--- src/rtl/line_burst_bridge.sv ---
module line_burst_bridge #(
  parameter int ADDR_W    = 32,
  parameter int WORD_W    = 32,
  parameter int DC_WORDS  = 4,
  parameter int IC_WORDS  = 8,
  parameter int DC_CYCLES = 80,
  parameter int IC_CYCLES = 96,
  parameter logic [ADDR_W-1:0] WINDOW_TOP = 32'h03FF_FFFF,
  parameter logic [ADDR_W-1:0] RAM_TOP    = 32'h007F_FFFF,
  parameter logic [ADDR_W-1:0] HOLE_TOP   = 32'h03EF_FFFF
) (
  input  logic                       clk,
  input  logic                       rst_n,
  input  logic                       req_valid,
  input  logic                       req_write,
  input  logic                       req_icache,
  input  logic [ADDR_W-1:0]          req_addr,
  input  logic [IC_WORDS*WORD_W-1:0] req_line,
  output logic                       busy,
  output logic                       done,
  output logic                       core_stall,
  output logic                       fill_valid,
  output logic [$clog2(IC_WORDS)-1:0] fill_idx,
  output logic [WORD_W-1:0]          fill_word,
  output logic                       mem_valid,
  output logic                       mem_write,
  output logic [ADDR_W-1:0]          mem_addr,
  output logic [WORD_W-1:0]          mem_wdata,
  input  logic [WORD_W-1:0]          mem_rdata
);
  localparam int LINE_W  = IC_WORDS * WORD_W;
  localparam int IDX_W   = $clog2(IC_WORDS);
  localparam int MAX_CYC = (IC_CYCLES > DC_CYCLES) ? IC_CYCLES : DC_CYCLES;
  localparam int CNT_W   = $clog2(MAX_CYC + 1);
  localparam int BYTE_SH = $clog2(WORD_W / 8);
  localparam logic [ADDR_W-1:0] DC_OFS = ADDR_W'(DC_WORDS * WORD_W / 8 - 1);
  localparam logic [ADDR_W-1:0] IC_OFS = ADDR_W'(IC_WORDS * WORD_W / 8 - 1);

  logic              busy_q, frozen_q, wr_q, ic_q;
  logic [CNT_W-1:0]  cnt_q;
  logic [ADDR_W-1:0] base_q;
  logic [LINE_W-1:0] line_q;

  logic [ADDR_W-1:0] req_base, cur_addr;
  logic [CNT_W-1:0]  n_words, n_cycles;
  logic              accept, in_window, xfer, mapped, last_cyc;
  logic [IDX_W-1:0]  widx;

  assign req_base  = req_addr & ~(req_icache ? IC_OFS : DC_OFS);
  assign accept    = req_valid && !busy_q && !frozen_q;
  assign in_window = req_base <= WINDOW_TOP;

  assign n_words  = ic_q ? CNT_W'(IC_WORDS)  : CNT_W'(DC_WORDS);
  assign n_cycles = ic_q ? CNT_W'(IC_CYCLES) : CNT_W'(DC_CYCLES);
  assign last_cyc = busy_q && (cnt_q == n_cycles - CNT_W'(1));

  always_ff @(posedge clk) begin
    if (!rst_n) begin
      busy_q   <= 1'b0;
      frozen_q <= 1'b0;
      wr_q     <= 1'b0;
      ic_q     <= 1'b0;
      cnt_q    <= '0;
      base_q   <= '0;
      line_q   <= '0;
    end else if (accept) begin
      if (in_window) begin
        busy_q <= 1'b1;
        cnt_q  <= '0;
        base_q <= req_base;
        wr_q   <= req_write;
        ic_q   <= req_icache;
        line_q <= req_line;
      end else begin
        frozen_q <= 1'b1;
      end
    end else if (busy_q) begin
      cnt_q <= cnt_q + CNT_W'(1);
      if (last_cyc) busy_q <= 1'b0;
    end
  end

  assign widx     = cnt_q[IDX_W-1:0];
  assign xfer     = busy_q && (cnt_q < n_words);
  assign cur_addr = base_q + (ADDR_W'(cnt_q) << BYTE_SH);
  assign mapped   = (cur_addr <= RAM_TOP) || (cur_addr > HOLE_TOP);

  assign mem_valid  = xfer && mapped;
  assign mem_write  = wr_q;
  assign mem_addr   = cur_addr;
  assign mem_wdata  = line_q[widx*WORD_W +: WORD_W];
  assign fill_valid = xfer && !wr_q;
  assign fill_idx   = widx;
  assign fill_word  = mapped ? mem_rdata : '0;
  assign busy       = busy_q;
  assign done       = last_cyc;
  assign core_stall = frozen_q;

  assert_freeze_sticky_R4: assert property (@(posedge clk) disable iff (!rst_n)
    core_stall |=> core_stall);
  assert_frozen_quiet_R3: assert property (@(posedge clk) disable iff (!rst_n)
    core_stall |-> !(mem_valid || fill_valid || done || busy));
  assert_bus_in_window_R3: assert property (@(posedge clk) disable iff (!rst_n)
    mem_valid |-> mem_addr <= WINDOW_TOP);
  assert_ascending_R2: assert property (@(posedge clk) disable iff (!rst_n)
    (xfer && $past(xfer)) |-> cur_addr == $past(cur_addr) + ADDR_W'(WORD_W / 8));
  assert_done_pulse_R6: assert property (@(posedge clk) disable iff (!rst_n)
    done |=> !done && !busy);
  assert_hole_skipped_R5: assert property (@(posedge clk) disable iff (!rst_n)
    (fill_valid && !mem_valid) |-> fill_word == '0);
  assert_fill_not_on_write_R8: assert property (@(posedge clk) disable iff (!rst_n)
    (mem_valid && mem_write) |-> !fill_valid);
endmodule

--- config.mk ---
export PLATFORM = sky130hd
export DESIGN_NAME = line_burst_bridge
export DESIGN_NICKNAME = d
export VERILOG_FILES = /design/src/rtl/line_burst_bridge.sv
export SDC_FILE = /design/constraint.sdc
export NUM_CORES = 1
export LEC_CHECK = 0
export BUFFER_PORTS_ARGS = -buffer_cell sky130_fd_sc_hd__buf_2
export CAP_MARGIN = 20
export CORE_MARGIN = 4
export CORE_UTILIZATION = 52
export DETAILED_ROUTE_END_ITERATION = 7
export HOLD_SLACK_MARGIN = 0.15
export PLACE_DENSITY = 0.81
export SLEW_MARGIN = 20
export SYNTH_ARGS = -nofsm -noshare
export SYNTH_HDL_FRONTEND = slang
export SYNTH_SLANG_ARGS = --single-unit
--- constraint.sdc ---
create_clock -name clk -period 3.5 [get_ports clk]
set_clock_uncertainty 0.15 [all_clocks]
set_input_delay 0.7 -clock clk [delete_from_list [all_inputs] [get_ports clk]]
set_output_delay 0.7 -clock clk [all_outputs]
set_load 0.05 [all_outputs]
==> impl_metrics.env <==
export IMPL_cts_tree="done"
export IMPL_path_buf_inv=4
export IMPL_clock_path_buffers=3
export IMPL_worst_pin_slew_ps=649.6
export IMPL_synth_edff_count=0
export IMPL_status="finished with violations"
export IMPL_place_area_mm2=0.01728
export IMPL_cts_made_buffers=31
export IMPL_place_congestion=0.9113
export IMPL_min_period_ps=4017
export IMPL_synth_top_cell_by_area="dfxtp_1"
export IMPL_max_freq_mhz=249.0
export IMPL_via_per_inst=5.474
export IMPL_switchingPower_mw=1.596
export IMPL_critical_path_max_stage_delay_ps=400
export IMPL_synth_top_area_frac=0.4192
export IMPL_vias=12980
export IMPL_cts_max_level=1
export IMPL_routedWlPerCell_um=18.29
export IMPL_syn_area_per_cell_um2=8.750
export IMPL_dieArea_mm2=0.02979
export IMPL_fillers=1942
export IMPL_num_rows=59
export IMPL_start_util=0.5345
export IMPL_multiInputGateArea_mm2=0.008145
export IMPL_drive_gt1_frac=0.3514
export IMPL_clk_pin_slew_ps=60
export IMPL_grt_pass1_wl_um=67190
export IMPL_p_seq_frac=0.483
export IMPL_ant_nets=0
export IMPL_end_kind="output pin"
export IMPL_synth_ff_type="dfxtp_1"
export IMPL_crit_type="flop to output pin"
export IMPL_hold_path_class="input port to flop"
export IMPL_syn_inst=1610
export IMPL_core_area_mm2=0.02635
export IMPL_comb_power_share=0.075
export IMPL_power_internal_mw=5.396
export IMPL_path_cells="ha_4 > a21o_1 > a21oi_4 > buf_6 > a2111oi_4 > o22ai_2 > a2111oi_4 > buf_12 > buf_12 > a31oi_4 > buf_6"
export IMPL_drc_errors=0
export IMPL_finalSetupViolCount=34
export IMPL_ys_top_cells_by_area="dfxtp_1 (42%), nand2_1 (15%), a21boi_0 (11%), mux4_2 (10%), a21boi_1 (4.1%)"
export IMPL_p_total_mw=6.992
export IMPL_yosys_warnings=0
export IMPL_die_h_um=172.6
export IMPL_required_ps=2650
export IMPL_clk_latency_ps=550
export IMPL_antenna_found_initial=29
export IMPL_grt_total_usage=0.2734
export IMPL_finalSetupTns_ps=-16430
export IMPL_seq_area_mm2=0.005921
export IMPL_final_area_mm2=0.01884
export IMPL_swShare=0.2282
export IMPL_numPlacedInstances=2286
export IMPL_setup_ws_ps=-516.9
export IMPL_arrival_ps=3170
export IMPL_fin_cells=2371
export IMPL_whs_ps=233.4
export IMPL_root_buffer="clkbuf_16"
export IMPL_violations="setup timing"
export IMPL_hpwl_um=30690
export IMPL_pin_count=430
export IMPL_crit_fanout=9
export IMPL_leakagePower_nw=7.348
export IMPL_clock_power_share=0.443
export IMPL_max_vdd_ir_drop_uv=350.4
export IMPL_drv_cap=0
export IMPL_rsz0062_at_grt="yes"
export IMPL_syn_cell_area_mm2=0.01409
export IMPL_ys_seq_area_frac=0.4192
export IMPL_overflow=0
export IMPL_final_common_cell="nand2_1"
export IMPL_path_delay_family="compound AO/OA/AOI/OAI gates"
export IMPL_final_hold_viol_count=0
export IMPL_area_growth_pct=33.75
export IMPL_ys_types=49
export IMPL_finalCritPeriodShare=1.148
export IMPL_port_buffer_count=423
export IMPL_power_density_mw_per_mm2=371.1
export IMPL_die_w_um=172.6
export IMPL_grt_pass1_vias=12779
export IMPL_cp_start_kind="flop"
export IMPL_ys_async_sr_fraction=0
export IMPL_first_pass_iters=5
export IMPL_fin_nets=2327
export IMPL_wl_um=43370
export IMPL_final_cell_mix="nand2_1 (579), buf_2 (370), dfxtp_1 (287), a21boi_0 (204), a21boi_1 (77)"
export IMPL_worst_path_max_delay_cell="a2111oi_4"
export IMPL_drtIter0Drc=918
export IMPL_ys_seq_elements=295
export IMPL_slew_headroom=0.5669
export IMPL_clock_sinks=295
export IMPL_slew_viol_final=0
export IMPL_grt_max_degree=141
==> cells in the mapped netlist, types with 2 or more instances <==
library cell,number
nor2b_1,4
clkbuf_1,110
a2111oi_4,3
a211oi_1,2
and2_1,5
buf_4,8
nand2_1,580
o21ai_1,2
buf_2,8
a211oi_2,2
xnor2_1,17
a21oi_1,4
nand4_1,7
a21o_1,2
a21boi_0,204
a21boi_1,77
and4_1,5
inv_1,38
buf_1,8
nand4_2,2
ha_1,7
a31oi_1,37
dfxtp_1,295
xor2_1,16
buf_6,3
o21ai_0,6
or3_1,3
mux4_2,64
and3_1,10
nor3_1,3
mux2_2,32
nand3b_1,2
nor2_1,21
nand3_1,8
==> worst register-to-register path: stages (launching register included) <==
cell,delay (ps)
dfxtp_1,500
inv_1,170
nand2_1,130
or3_4,420
buf_12,510
nand2_1,190
a21boi_0,250
==> power by group through the flow <==
stage          sequential [mW]  clock (mW)  combinational, mW
2_1_floorplan             3.45           0              0.243
3_3_place_gp              3.45           0              0.484
3_5_place_dp              3.45           0              0.486
4_1_cts                   3.37        3.14              0.519
5_1_grt                   3.37        3.30              0.551
6_report                  3.37        3.10              0.521
==> state kept, by name, summed over array words and instances, names as in the netlist <==
signal and flops:
line_q 256, base_q 28, cnt_q 7, busy 1, core_stall 1, ic_q 1
mem_write 1
==> path summary, 6_finish.rpt <==
kind	to	slack (ps)	from	cells after the start
setup / recovery	fill_word[25]	-520	cnt_q[5]	11
hold / removal	line_q[41]	230	req_line[41]	3
setup reg to reg	line_q[118]	1110	busy	6
hold reg to reg	line_q[61]	300	line_q[61]	2
==> through the flow <==
step	utilization	worst slack [ps]
2_1_floorplan	-	13.09
3_3_place_gp	0.6556	-89.62
3_5_place_dp	0.6556	-190.6
4_1_cts	0.7086	-623.2
5_1_grt	0.7145	-638.0
6_report	0.7150	-516.9
==> logic make-up after synthesis <==
group / share of synthesized area
multiplexers: 0.1286
adder cells (fa/ha/maj): 0.007638
AND/OR/NAND/NOR: 0.1874
XOR/XNOR: 0.02052
buffers and inverters: 0.05143
AO/OA/AOI/OAI: 0.1849
other: 0.0002662
flip-flops: 0.4192
==> layout make-up <==
cell class | instances | share of cell area
repair buffers | 488 | 0.1703
clock inverters | 7 | 0.002457
well taps | 335 | 0.02225
flip-flops and latches | 295 | 0.3142
inverters | 38 | 0.007570
diodes | 21 | 0.002789
multi-input cells | 1140 | 0.4323
clock buffers | 47 | 0.04808
==> layer usage <==
metal | global-route usage | vias to the layer above | share of wire | wire, µm
li1 | - | 6204 | - | -
met1 | 0.3284 | 6107 | 0.39 | 16970
met2 | 0.4625 | 516 | 0.48 | 21030
met3 | 0.06965 | 129 | 0.078 | 3362
met4 | 0.1287 | 24 | 0.043 | 1850
met5 | 0 | - | 0.0035 | 150
==> what timing repair did <==
action                                  4_1_cts  5_1_grt
endpoints found under the setup margin       49       61
resized for setup                           100       30
buffers inserted                              4        3
pin swaps                                     7       10
cloned                                        3        0
hold buffers                                  0        0
No activity file was read; power rests on OpenSTA's default activity.
